$ cat config.mk
export PLATFORM = sky130hd
export DESIGN_NAME = secu_gate
export DESIGN_NICKNAME = d
export VERILOG_FILES = /design/src/rtl/secu_pkg.sv /design/src/rtl/secu_cfg_regs.sv /design/src/rtl/secu_key_cmp.sv /design/src/rtl/secu_state.sv /design/src/rtl/secu_blank.sv /design/src/rtl/secu_gate.sv
export SDC_FILE = /design/constraint.sdc
export NUM_CORES = 1
export LEC_CHECK = 0
export BUFFER_PORTS_ARGS = -buffer_cell sky130_fd_sc_hd__buf_2
export CORE_MARGIN = 8
export CORE_UTILIZATION = 48
export DETAILED_ROUTE_END_ITERATION = 12
export PLACE_DENSITY = 0.73
export REMOVE_ABC_BUFFERS = 1
export SYNTH_ARGS = -nofsm -noshare
export SYNTH_HDL_FRONTEND = slang
export SYNTH_SLANG_ARGS = --single-unit
$ cat constraint.sdc
create_clock -name clk -period 3.7 [get_ports clk]
set_input_delay 0.555 -clock clk [delete_from_list [all_inputs] [get_ports clk]]
set_output_delay 0.555 -clock clk [all_outputs]
set_load 0.02 [all_outputs]
$ cat src/rtl/secu_pkg.sv
package secu_pkg;
   localparam int          CMD_W       = 8;
   localparam logic [7:0]  CMD_KEY_CMP = 8'h0C;
   localparam logic [1:0]  SEC_OPEN    = 2'b10;
   localparam logic [1:0]  KEYEN_ON    = 2'b10;
endpackage

$ cat src/rtl/secu_cfg_regs.sv
module secu_cfg_regs #(
   parameter int KEY_BYTES = 8,
   parameter int BYTE_W    = 8,
   localparam int KW       = KEY_BYTES * BYTE_W
) (
   input  logic              clk,
   input  logic              rst_n,
   input  logic [BYTE_W-1:0] cfg_sec,
   input  logic [KW-1:0]     cfg_key,
   output logic [BYTE_W-1:0] sec_q,
   output logic [KW-1:0]     key_q,
   output logic              key_bad
);
   // Capture configuration during reset; the captured values are read-only afterwards.
   always_ff @(posedge clk) begin
      if (!rst_n) begin
         sec_q   <= cfg_sec;
         key_q   <= cfg_key;
         key_bad <= (cfg_key == '0) || (&cfg_key);
      end
   end
endmodule

$ cat src/rtl/secu_key_cmp.sv
module secu_key_cmp #(
   parameter int KEY_BYTES = 8,
   parameter int BYTE_W    = 8,
   parameter bit SERIAL    = 1'b1,
   localparam int KW       = KEY_BYTES * BYTE_W
) (
   input  logic          clk,
   input  logic          rst_n,
   input  logic          start,
   input  logic [KW-1:0] cand,
   input  logic [KW-1:0] key,
   input  logic          key_bad,
   output logic          busy,
   output logic          done,
   output logic          hit
);
   generate
      if (SERIAL) begin : g_serial
         localparam int IDX_W = (KEY_BYTES > 1) ? $clog2(KEY_BYTES) : 1;
         localparam logic [IDX_W-1:0] LAST = IDX_W'(KEY_BYTES - 1);
         logic [KW-1:0]    cand_sh, key_sh;
         logic [IDX_W-1:0] idx;
         logic             miss, busy_q, miss_n;

         assign miss_n = miss | (cand_sh[BYTE_W-1:0] != key_sh[BYTE_W-1:0]);

         always_ff @(posedge clk) begin
            if (!rst_n) begin
               busy_q  <= 1'b0;
               idx     <= '0;
               miss    <= 1'b0;
               cand_sh <= '0;
               key_sh  <= '0;
            end else if (busy_q) begin
               cand_sh <= cand_sh >> BYTE_W;
               key_sh  <= key_sh >> BYTE_W;
               miss    <= miss_n;
               idx     <= idx + 1'b1;
               if (idx == LAST) busy_q <= 1'b0;
            end else if (start) begin
               busy_q  <= 1'b1;
               idx     <= '0;
               miss    <= 1'b0;
               cand_sh <= cand;
               key_sh  <= key;
            end
         end

         assign busy = busy_q;
         assign done = busy_q && (idx == LAST);
         assign hit  = !miss_n && !key_bad;
      end else begin : g_parallel
         logic [KW-1:0] cand_q;
         logic          busy_q;

         always_ff @(posedge clk) begin
            if (!rst_n) begin
               busy_q <= 1'b0;
               cand_q <= '0;
            end else if (busy_q) begin
               busy_q <= 1'b0;
            end else if (start) begin
               busy_q <= 1'b1;
               cand_q <= cand;
            end
         end

         assign busy = busy_q;
         assign done = busy_q;
         assign hit  = (cand_q == key) && !key_bad;
      end
   endgenerate
endmodule

$ cat src/rtl/secu_state.sv
module secu_state
   import secu_pkg::*;
#(
   parameter int BYTE_W = 8
) (
   input  logic              clk,
   input  logic              rst_n,
   input  logic [BYTE_W-1:0] sec_cfg,
   input  logic              cmd_go,
   input  logic [CMD_W-1:0]  cmd_code,
   input  logic              cmp_busy,
   input  logic              cmp_done,
   input  logic              cmp_hit,
   output logic              cmp_start,
   output logic [BYTE_W-1:0] sec_bits,
   output logic              lockout,
   output logic              acc_err,
   output logic              cmd_ready
);
   logic       unl_q, lock_q, err_q;
   logic       launch, legal;
   logic [1:0] keyen;

   assign keyen     = sec_cfg[BYTE_W-1 -: 2];
   assign launch    = cmd_go && !cmp_busy && !lock_q;
   assign legal     = (cmd_code == CMD_KEY_CMP) && (keyen == KEYEN_ON);
   assign cmp_start = launch && legal;

   always_ff @(posedge clk) begin
      if (!rst_n) begin
         unl_q  <= 1'b0;
         lock_q <= 1'b0;
         err_q  <= 1'b0;
      end else begin
         if (launch && !legal) err_q <= 1'b1;
         if (cmp_done) begin
            if (cmp_hit) unl_q  <= 1'b1;
            else         lock_q <= 1'b1;
         end
      end
   end

   assign sec_bits  = {sec_cfg[BYTE_W-1:2], unl_q ? SEC_OPEN : sec_cfg[1:0]};
   assign lockout   = lock_q;
   assign acc_err   = err_q;
   assign cmd_ready = !cmp_busy;
endmodule

$ cat src/rtl/secu_blank.sv
module secu_blank
   import secu_pkg::*;
#(
   parameter int                DATA_W    = 32,
   parameter logic [DATA_W-1:0] BLANK_PAT = '0
) (
   input  logic [1:0]        sec_field,
   input  logic [DATA_W-1:0] mem_rdata,
   output logic              rd_en,
   output logic [DATA_W-1:0] rdata
);
   assign rd_en = (sec_field == SEC_OPEN);
   assign rdata = rd_en ? mem_rdata : BLANK_PAT;
endmodule

$ cat src/rtl/secu_gate.sv
module secu_gate
   import secu_pkg::*;
#(
   parameter int                KEY_BYTES  = 8,
   parameter int                BYTE_W     = 8,
   parameter int                DATA_W     = 32,
   parameter bit                SERIAL_CMP = 1'b1,
   parameter logic [DATA_W-1:0] BLANK_PAT  = {(DATA_W/8){8'h5A}},
   localparam int               KW         = KEY_BYTES * BYTE_W
) (
   input  logic              clk,
   input  logic              rst_n,
   input  logic [BYTE_W-1:0] cfg_sec,
   input  logic [KW-1:0]     cfg_key,
   input  logic [CMD_W-1:0]  cmd_code,
   input  logic [KW-1:0]     cmd_key,
   input  logic              cmd_go,
   input  logic [DATA_W-1:0] mem_rdata,
   output logic              cmd_ready,
   output logic [BYTE_W-1:0] sec_bits,
   output logic              lockout,
   output logic              acc_err,
   output logic              dbg_rd_en,
   output logic [DATA_W-1:0] dbg_rdata
);
   generate
      if (KEY_BYTES < 1 || BYTE_W < 4 || DATA_W < 8 || (DATA_W % 8) != 0) begin : g_bad_param
         $error("secu_gate: unsupported parameter set");
      end
   endgenerate

   logic [BYTE_W-1:0] sec_q;
   logic [KW-1:0]     key_q;
   logic              key_bad, cmp_start, cmp_busy, cmp_done, cmp_hit;

   secu_cfg_regs #(.KEY_BYTES(KEY_BYTES), .BYTE_W(BYTE_W)) u_cfg (
      .clk(clk), .rst_n(rst_n), .cfg_sec(cfg_sec), .cfg_key(cfg_key),
      .sec_q(sec_q), .key_q(key_q), .key_bad(key_bad)
   );

   secu_key_cmp #(.KEY_BYTES(KEY_BYTES), .BYTE_W(BYTE_W), .SERIAL(SERIAL_CMP)) u_cmp (
      .clk(clk), .rst_n(rst_n), .start(cmp_start), .cand(cmd_key), .key(key_q),
      .key_bad(key_bad), .busy(cmp_busy), .done(cmp_done), .hit(cmp_hit)
   );

   secu_state #(.BYTE_W(BYTE_W)) u_state (
      .clk(clk), .rst_n(rst_n), .sec_cfg(sec_q), .cmd_go(cmd_go), .cmd_code(cmd_code),
      .cmp_busy(cmp_busy), .cmp_done(cmp_done), .cmp_hit(cmp_hit),
      .cmp_start(cmp_start), .sec_bits(sec_bits), .lockout(lockout),
      .acc_err(acc_err), .cmd_ready(cmd_ready)
   );

   secu_blank #(.DATA_W(DATA_W), .BLANK_PAT(BLANK_PAT)) u_blank (
      .sec_field(sec_bits[1:0]), .mem_rdata(mem_rdata),
      .rd_en(dbg_rd_en), .rdata(dbg_rdata)
   );
endmodule

==> Word level (Yosys, flattened, before mapping) <==
Cells that the tools add are included.
{ "word_totals": {"register_bits": 209, "latch_bits": 0, "mem_bits_rw": 0, "rom_bits": 0, "output_inout_bits": 44, "mem_count": 0} }
{ "classes": {"n_addsub": 1, "n_mul": 0, "div": 0, "n_lt_le_gt_ge": 0, "eq_ne": 5, "n_shift": 0, "n_mux": 13, "bitwise": 3, "reduce_logical": 19} }
{ "ops": {"columns": ["cell", "n"], "rows": [
  ["$mux W56", 4],
  ["$logic_not A64 Y1", 1],
  ["$reduce_and A64 Y1", 1],
  ["$mux W32", 1],
  ["$eq A8 B4 Y1 const B", 1],
  ["$ne A8 B8 Y1", 1],
  ["$logic_and A1 B1 Y1", 7],
  ["$mux W3", 2],
  ["$logic_not A1 Y1", 5],
  ["$mux W1", 5],
  ["$eq A2 B2 Y1 const B", 2],
  ["$reduce_and A2 Y1", 2],
  ["$add A3 B1 Y3 const B", 1],
  ["$eq A3 B3 Y1 const B", 1],
  ["$mux W2", 1],
  ["$not A1 Y1", 2],
  ["$reduce_bool A2 Y1", 1],
  ["$reduce_or A2 Y1", 1],
  ["$logic_or A1 B1 Y1", 1],
  ["$or A1 B1 Y1", 1]
]} }

==> Longest topological paths before layout <==
Gate-level depths: netlist of run 1.
{ "depth": {"word_depth": 6, "depth_mapped": 6, "depth_no_buf": 5} }

==> Cells and area by module <==
Synthesis of run 1 repeated with hierarchy kept, for this count alone.
{ "hier_totals": {"hier_cells": 780, "hier_area_um2": 9066.2} }
{ "by_module_without_submodules": {"columns": ["mod", "instances", "cells_per_inst", "area_each_um2", "seq_area_each_um2"], "rows": [
  ["secu_key_cmp", 1, 599, 6055.8, 2662.6],
  ["secu_cfg_regs", 1, 117, 2469.9, 2192.1],
  ["secu_blank", 1, 39, 332.8, 0.0],
  ["secu_state", 1, 25, 207.7, 60.1]
]} }

==> Worst setup path after synthesis of run 1 <==
Ideal clock, no wire load.
{ "synth_path": {"path_kind": "input -> register", "start": "input rst_n", "end": "register u_cfg.key_bad, enable pin", "arrival_time_ns": 3.158, "required_ns": 3.228, "path_slack_ns": 0.069, "path_stages": 3, "n_path_buf": 2, "cell_sequence": "clkbuf_1 inv_2 buf_1"} }
{ "synth_lines": {"columns": ["element", "line_no", "source"], "rows": [
  ["from (decl)", "secu_gate.sv:12", "input logic rst_n,"],
  ["to (signal assigned)", "secu_cfg_regs.sv:19", "key_bad <= (cfg_key == '0) || (&cfg_key);"],
  ["to (decl)", "secu_cfg_regs.sv:12", "output logic key_bad"]
]} }
No word-level cell between the ends.

==> Worst setup path after layout of run 1 <==
{ "layout_path": {"start": "register u_cfg.sec_q[0]", "end": "output dbg_rdata[29]"} }
{ "layout_between": {"elab_chain_len": 3} }
{ "layout_lines": {"columns": ["element", "line_no", "source"], "rows": [
  ["from (decl)", "secu_cfg_regs.sv:10", "output logic [BYTE_W-1:0] sec_q,"],
  ["from (signal assigned)", "secu_cfg_regs.sv:17", "sec_q <= cfg_sec;"],
  ["$mux W2", "secu_state.sv:43", "assign sec_bits = {sec_cfg[BYTE_W-1:2], unl_q ? SEC_OPEN : sec_cfg[1:0]};"],
  ["$eq A2 B2 Y1", "secu_blank.sv:12", "assign rd_en = (sec_field == SEC_OPEN);"],
  ["$mux W32", "secu_blank.sv:13", "assign rdata = rd_en ? mem_rdata : BLANK_PAT;"],
  ["to (decl)", "secu_gate.sv:24", "output logic [DATA_W-1:0] dbg_rdata"]
]} }
No other way between the ends.

==> flow_summary.ini, run 1 <==
[critical_path]
setup.worst_path.end_class = primary output
r2r_end = u_cmp.g_serial.key_sh[17]
critical_path.top_delay_family = simple AND/OR/NAND/NOR gates
cpMaxStageDelayCell = nor2b_1
cp_slowest_stage_delay_ns = 0.63
critical_path.cell_chain = nor2b_1, nor2_1, and2_1, buf_2
crit_path_start_kind = register
r2r_cells = 5
origin_of_the_critical_flop_to_flop_path = u_cmp.busy
ff2ff_setup_slack_ns = 1.36
crit_type = reg -> out
timing.critical_path.required_ns = 3.14
buf_inv_on_cp = 1
crit_arrival_ns = 2.22
worstPathMaxFanout = 18

[synth]
netlist.top_cell.by_area = dfxtp_1
synth_seq_cells = 209
ys_seq_area_share_pct = 53.8
synthArstFlopShare_pct = 0
synth.distinct_cells = 35
yosys_warnings = 0
synth.top_cell.area_share_pct = 29.8
post_synth_inst_count = 782
synth_flop_cell = dfxtp_1
post_synth_instance_area_um2 = 9140
post_synth_main_area_contributors = dfxtp_1, edfxtp_1, a22oi_2
synth_enable_flop_cells = 73
syn_area_per_cell_um2 = 11.7

[timing]
rsz_0062_raised_after_global_routing = false
timing.clock.skew_ns = 0.0215
report.final.slew_viol_count = 0
max_freq_mhz = 360
report.final.hold_viol_count = 0
timing.final.ws_setup_ns = 0.924
finalCritPeriodShare_pct = 75.0
setup_viol = 0
tightestPinTransition_ns = 1.04
worst_slew_margin_rel_pct = 30.6
fin_setup_tns_ns = 0
tmin_final_ns = 2.78

[detailed_routing]
antenna_violating_nets_post_route = 0
detail_route.wirelength_mm = 22.2
drt_pass1_iterations = 4
routed_wire_length_per_instance_um = 18.1
drt-initial-drc-count = 438
route.detailed.drc = 0
drt-vias-per-instance = 5.45
route.vias.total = 6680

[floorplan]
placement_row_count = 50
fp.dieH_um = 154
floorplan.initialDensity_pct = 48.9
die_w_um = 154
boundaryPins = 223
design.core.area_um2 = 18700
die_area_um2 = 23700

[layout]
area_delta_synth_final_pct = 19.4
n_fill_cell = 1616
finalNetCount = 1156
area.sequential_um2 = 4920
finalCoreUtilization_pct = 58.3
multiInputGateArea_um2 = 3710
diodes = 0
final_common_cell = buf_2
final_cell_mix = buf_2, nand2_1, dfxtp_1, a22oi_2, a21oi_2
drive_above_1_share_pct = 47.5
number_of_cells_in_the_finished_layout_apart_from_fillers = 1225

[clock_network]
clock_sinks = 209
clkTransAtPathRegs_ns = 0.06
cts_setup_buffers = 0
post_cts_resized = 0
cts.path.max_buffers = 3
cts_buffers = 22
h-tree-depth = 1
cts_tree = done
worst_skew_pair_latency_ns = 0.50
holdBufCountCts = 0
cts-root-buf = clkbuf_16

[pwr]
pleak_nw = 3.64
power_density_nw_per_um2 = 457
p_total_w = 0.00498
ir_worst_vdd_uv = 362

[global_routing]
first_global_vias = 6788
antenna_found_initial = 0
grt_pass1_wl_mm = 35.3
grt_overflow = 0
grtUsageTotal_pct = 18.0
grt_start_max_net_pins = 114

[min_path]
timing.hold.worst_path_depth = 1
worst_hold_startpoint = cfg_sec[5]
min_delay_worst_endpoint = u_cfg.sec_q[5]
hold_path_class = in -> reg

[placement]
placement.io_buffers = 222
detailed_place_hpwl_mm = 15.0
dp.cells = 1185
gp_congestion = 0.899
post-place-ws_ns = 1.35

[job]
max_cap_violations = 0

[status]
status = completed
==> cells in the mapped netlist, types with 3 or more instances <==
library cell / instances
nand2_1: 151
dfxtp_1: 136
a21oi_2: 100
a22oi_2: 100
edfxtp_1: 73
a21oi_1: 33
clkbuf_1: 22
nand4_1: 22
nor4_1: 22
and2_1: 16
buf_4: 16
or3_1: 16
a22oi_1: 12
buf_12: 11
buf_2: 11
xor2_1: 8
nand3_1: 6
nor2_1: 4
buf_6: 3
==> layout make-up <==
type,instances,area share [%]
Clock inverter,9,1.22
Timing Repair Buffer,233,11.4
Inverter,3,0.172
Clock buffer,31,5.45
Sequential cell,209,45.1
Tap cell,234,2.68
Multi-Input combinational cell,506,34.0
==> state kept, by name, indices dropped and copies added, names as in the netlist <==
name	cells
u_cfg.key_q	64
u_cmp.g_serial.cand_sh	64
u_cmp.g_serial.key_sh	64
u_cfg.sec_q	8
u_cmp.g_serial.idx	3
u_cfg.key_bad	1
u_cmp.busy	1
u_cmp.g_serial.miss	1
u_state.acc_err	1
u_state.lockout	1
u_state.unl_q	1
==> per-stage QoR <==
step                      hold slack [ns]  area [um^2]
final                               0.239        10900
after global routing                0.209        10900
after CTS                           0.219        10900
after detailed placement            0.456        10200
after global placement              0.441        10200
after floorplan                     0.432         8620
==> cell families (layout without fill, tap and decap cells) <==
family,Yosys count,count (layout),share of synthesized area (%)
AOI/OAI and AO/OA,251,251,26.6
xor gates and xnor gates,8,8,0.767
adders and majority gates,2,2,0.274
buffers and inverters,67,276,5.76
DFF,209,209,53.8
and+or+nand+nor,245,245,12.8
==> power breakdown <==
group / leakage (nW) / internal (W) / total (W) / switching (W)
clock network: 0.350 / 0.00134 / 0.00222 / 0.000881
logic: 1.48 / 0.000112 / 0.000293 / 0.000180
registers: 1.81 / 0.00245 / 0.00247 / 0.0000253
==> per-layer routing <==
layer,vias to the layer above,part of all wire [%],GRT usage [%]
met5,-,0,0
li1,3265,-,-
met2,236,48,30.4
met3,28,7.1,4.34
met4,0,1.7,3.83
met1,3151,43,23.0
==> worst max path at each step <==
stage,from,end,slack [ns],cells past startpoint
after detailed placement,u_cmp.busy,u_cmp.g_serial.key_sh[38],1.35,5
after CTS,u_cfg.sec_q[0],dbg_rdata[29],0.87,4
after floorplan,u_cmp.busy,u_cmp.g_serial.cand_sh[10],-3.29,3
after global placement,u_cmp.busy,u_cmp.g_serial.key_sh[10],1.39,5
after global routing,u_cfg.sec_q[0],dbg_rdata[16],0.75,4
final,u_cfg.sec_q[0],dbg_rdata[29],0.92,4
Power figures use the tool's default switching activity.
==> run 2, diff against run 1 <==
==> constraint.sdc (replaced) <==
create_clock -name clk -period 2.4 [get_ports clk]
set_input_delay 0.36 -clock clk [delete_from_list [all_inputs] [get_ports clk]]
set_output_delay 0.36 -clock clk [all_outputs]
set_load 0.02 [all_outputs]
==> flow_summary.ini, run 2 (same netlist as run 1, synthesis figures left out) <==
[layout]
number_of_cells_in_the_finished_layout_apart_from_fillers = 1233
final_common_cell = buf_2
area.sequential_um2 = 4920
diodes = 0
reg.largest.list = u_cfg.key_q x64, u_cmp.g_serial.cand_sh x64, u_cmp.g_serial.key_sh x64
n_fill_cell = 1637
final_area_um2 = 11000
final_cell_mix = buf_2, nand2_1, dfxtp_1, a22oi_2, a21oi_2
multiInputGateArea_um2 = 3710
drive_above_1_share_pct = 48.1
area_delta_synth_final_pct = 20.7
finalNetCount = 1164

[timing]
setup_viol = 0
report.final.hold_viol_count = 0
report.final.slew_viol_count = 0
tmin_final_ns = 2.12
finalCritPeriodShare_pct = 88.3
rsz_0062_raised_after_global_routing = false
timing.final.ws_setup_ns = 0.280
max_freq_mhz = 472
timing.clock.skew_ns = 0.0146
tightestPinTransition_ns = 0.879
worst_slew_margin_rel_pct = 41.4

[critical_path]
r2r_cells = 5
cpMaxStageDelayCell = dfxtp_4
origin_of_the_critical_flop_to_flop_path = u_cmp.busy
ff2ff_setup_slack_ns = 0.46
crit_arrival_ns = 1.76
worstPathMaxFanout = 43
critical_path.cell_chain = buf_6, inv_1, buf_2
cp_slowest_stage_delay_ns = 0.45
crit_path_start_kind = register
timing.critical_path.required_ns = 2.04
setup.worst_path.end_class = primary output
crit_type = reg -> out
r2r_end = u_cmp.g_serial.key_sh[58]

[detailed_routing]
detail_route.wirelength_mm = 22.3
drt-initial-drc-count = 382
route.vias.total = 6655
route.detailed.drc = 0
routed_wire_length_per_instance_um = 18.1
drt_pass1_iterations = 5
drt-vias-per-instance = 5.40
antenna_violating_nets_post_route = 0

[global_routing]
first_global_vias = 6660
grt_start_max_net_pins = 114
grt_pass1_wl_mm = 35.2
grt_overflow = 0
grtUsageTotal_pct = 18.2
antenna_found_initial = 0

[clock_network]
holdBufCountCts = 0
cts_buffers = 23
cts.path.max_buffers = 3
cts_setup_buffers = 0
cts-root-buf = clkbuf_16
h-tree-depth = 1
clock_sinks = 209
cts_tree = done
worst_skew_pair_latency_ns = 0.50
clkTransAtPathRegs_ns = 0.06

[placement]
placedInstanceArea_um2 = 10200
post-place-ws_ns = 0.438
detailed_place_hpwl_mm = 15.4
gp_congestion = 0.852
placement.io_buffers = 222
dp.cells = 1192

[min_path]
hold_path_class = in -> reg
min_delay_worst_endpoint = u_cfg.sec_q[2]
worst_hold_startpoint = cfg_sec[2]
timing.hold.worst_path_depth = 1

[floorplan]
die_area_um2 = 23700
die_w_um = 154
floorplan.initialDensity_pct = 48.9
boundaryPins = 223
placement_row_count = 50
fp.dieH_um = 154
design.core.area_um2 = 18700

[job]
max_cap_violations = 0

[pwr]
pleak_nw = 3.71
power_density_nw_per_um2 = 712
ir_worst_vdd_uv = 493

[status]
status = completed
[run 2: cell count changes in the layout (fill, tap and decap cells not counted), sizes merged]
cell,previous run,this run
buf,233,240
clkinv,5,7
clkinvlp,1,2
clkbuf,31,29
[run 2: what timing repair did]
| action | in CTS | in global routing |
|---|---|---|
| hold endpoints to repair | 0 | 0 |
| resized for setup | 0 | 2 |
| endpoints found under the setup margin | 0 | 9 |
[run 2: worst max path at each step]
stage / to / start
2_1_floorplan: u_cmp.g_serial.cand_sh[10] / u_cmp.busy
3_3_place_gp: u_cmp.g_serial.key_sh[55] / cmd_code[5]
3_5_place_dp: u_cmp.g_serial.cand_sh[3] / cmd_code[5]
4_1_cts: cmd_ready / u_cmp.busy
5_1_grt: cmd_ready / u_cmp.busy
6_report: cmd_ready / u_cmp.busy
[run 2: layout make-up]
| class | count | share of cell area (%) |
|---|---|---|
| Sequential cell | 209 | 44.6 |
| Multi-Input combinational cell | 506 | 33.6 |
| Timing Repair Buffer | 240 | 11.9 |
| Clock buffer | 29 | 5.81 |
| Tap cell | 234 | 2.65 |
| Clock inverter | 12 | 1.23 |
| Inverter | 3 | 0.170 |
[run 2: metal layers]
layer	GRT usage [%]	routed length [um]	share of wire (%)	up-vias
li1	-	-	-	3272
met1	23.2	9740	44	3118
met4	3.22	178	0.80	0
met2	30.5	10700	48	243
met3	4.99	1700	7.6	22
met5	0	0	0	-
[run 2: power by group]
part           internal [W]  switching (W)
Sequential          0.00378      0.0000427
Clock               0.00221        0.00136
Combinational      0.000183       0.000280
[run 2: per-stage QoR]
stage	total power [W]	setup TNS (ns)	hold WS, ns	utilization [%]
after detailed placement	0.00436	0	0.450	54.8
after global placement	0.00435	0	0.444	54.8
after floorplan	0.00406	-639.17	0.432	-
final	0.00785	0	0.0313	59.0
after global routing	0.00814	0	0.0111	59.0
after CTS	0.00795	0	0.00909	58.9
[run 2: worst max-delay path: cells and delay by family (launching register included)]
kind | cells | cell delay, ns
DFF | 1 | 0.45
buffers and inverters | 3 | 0.79
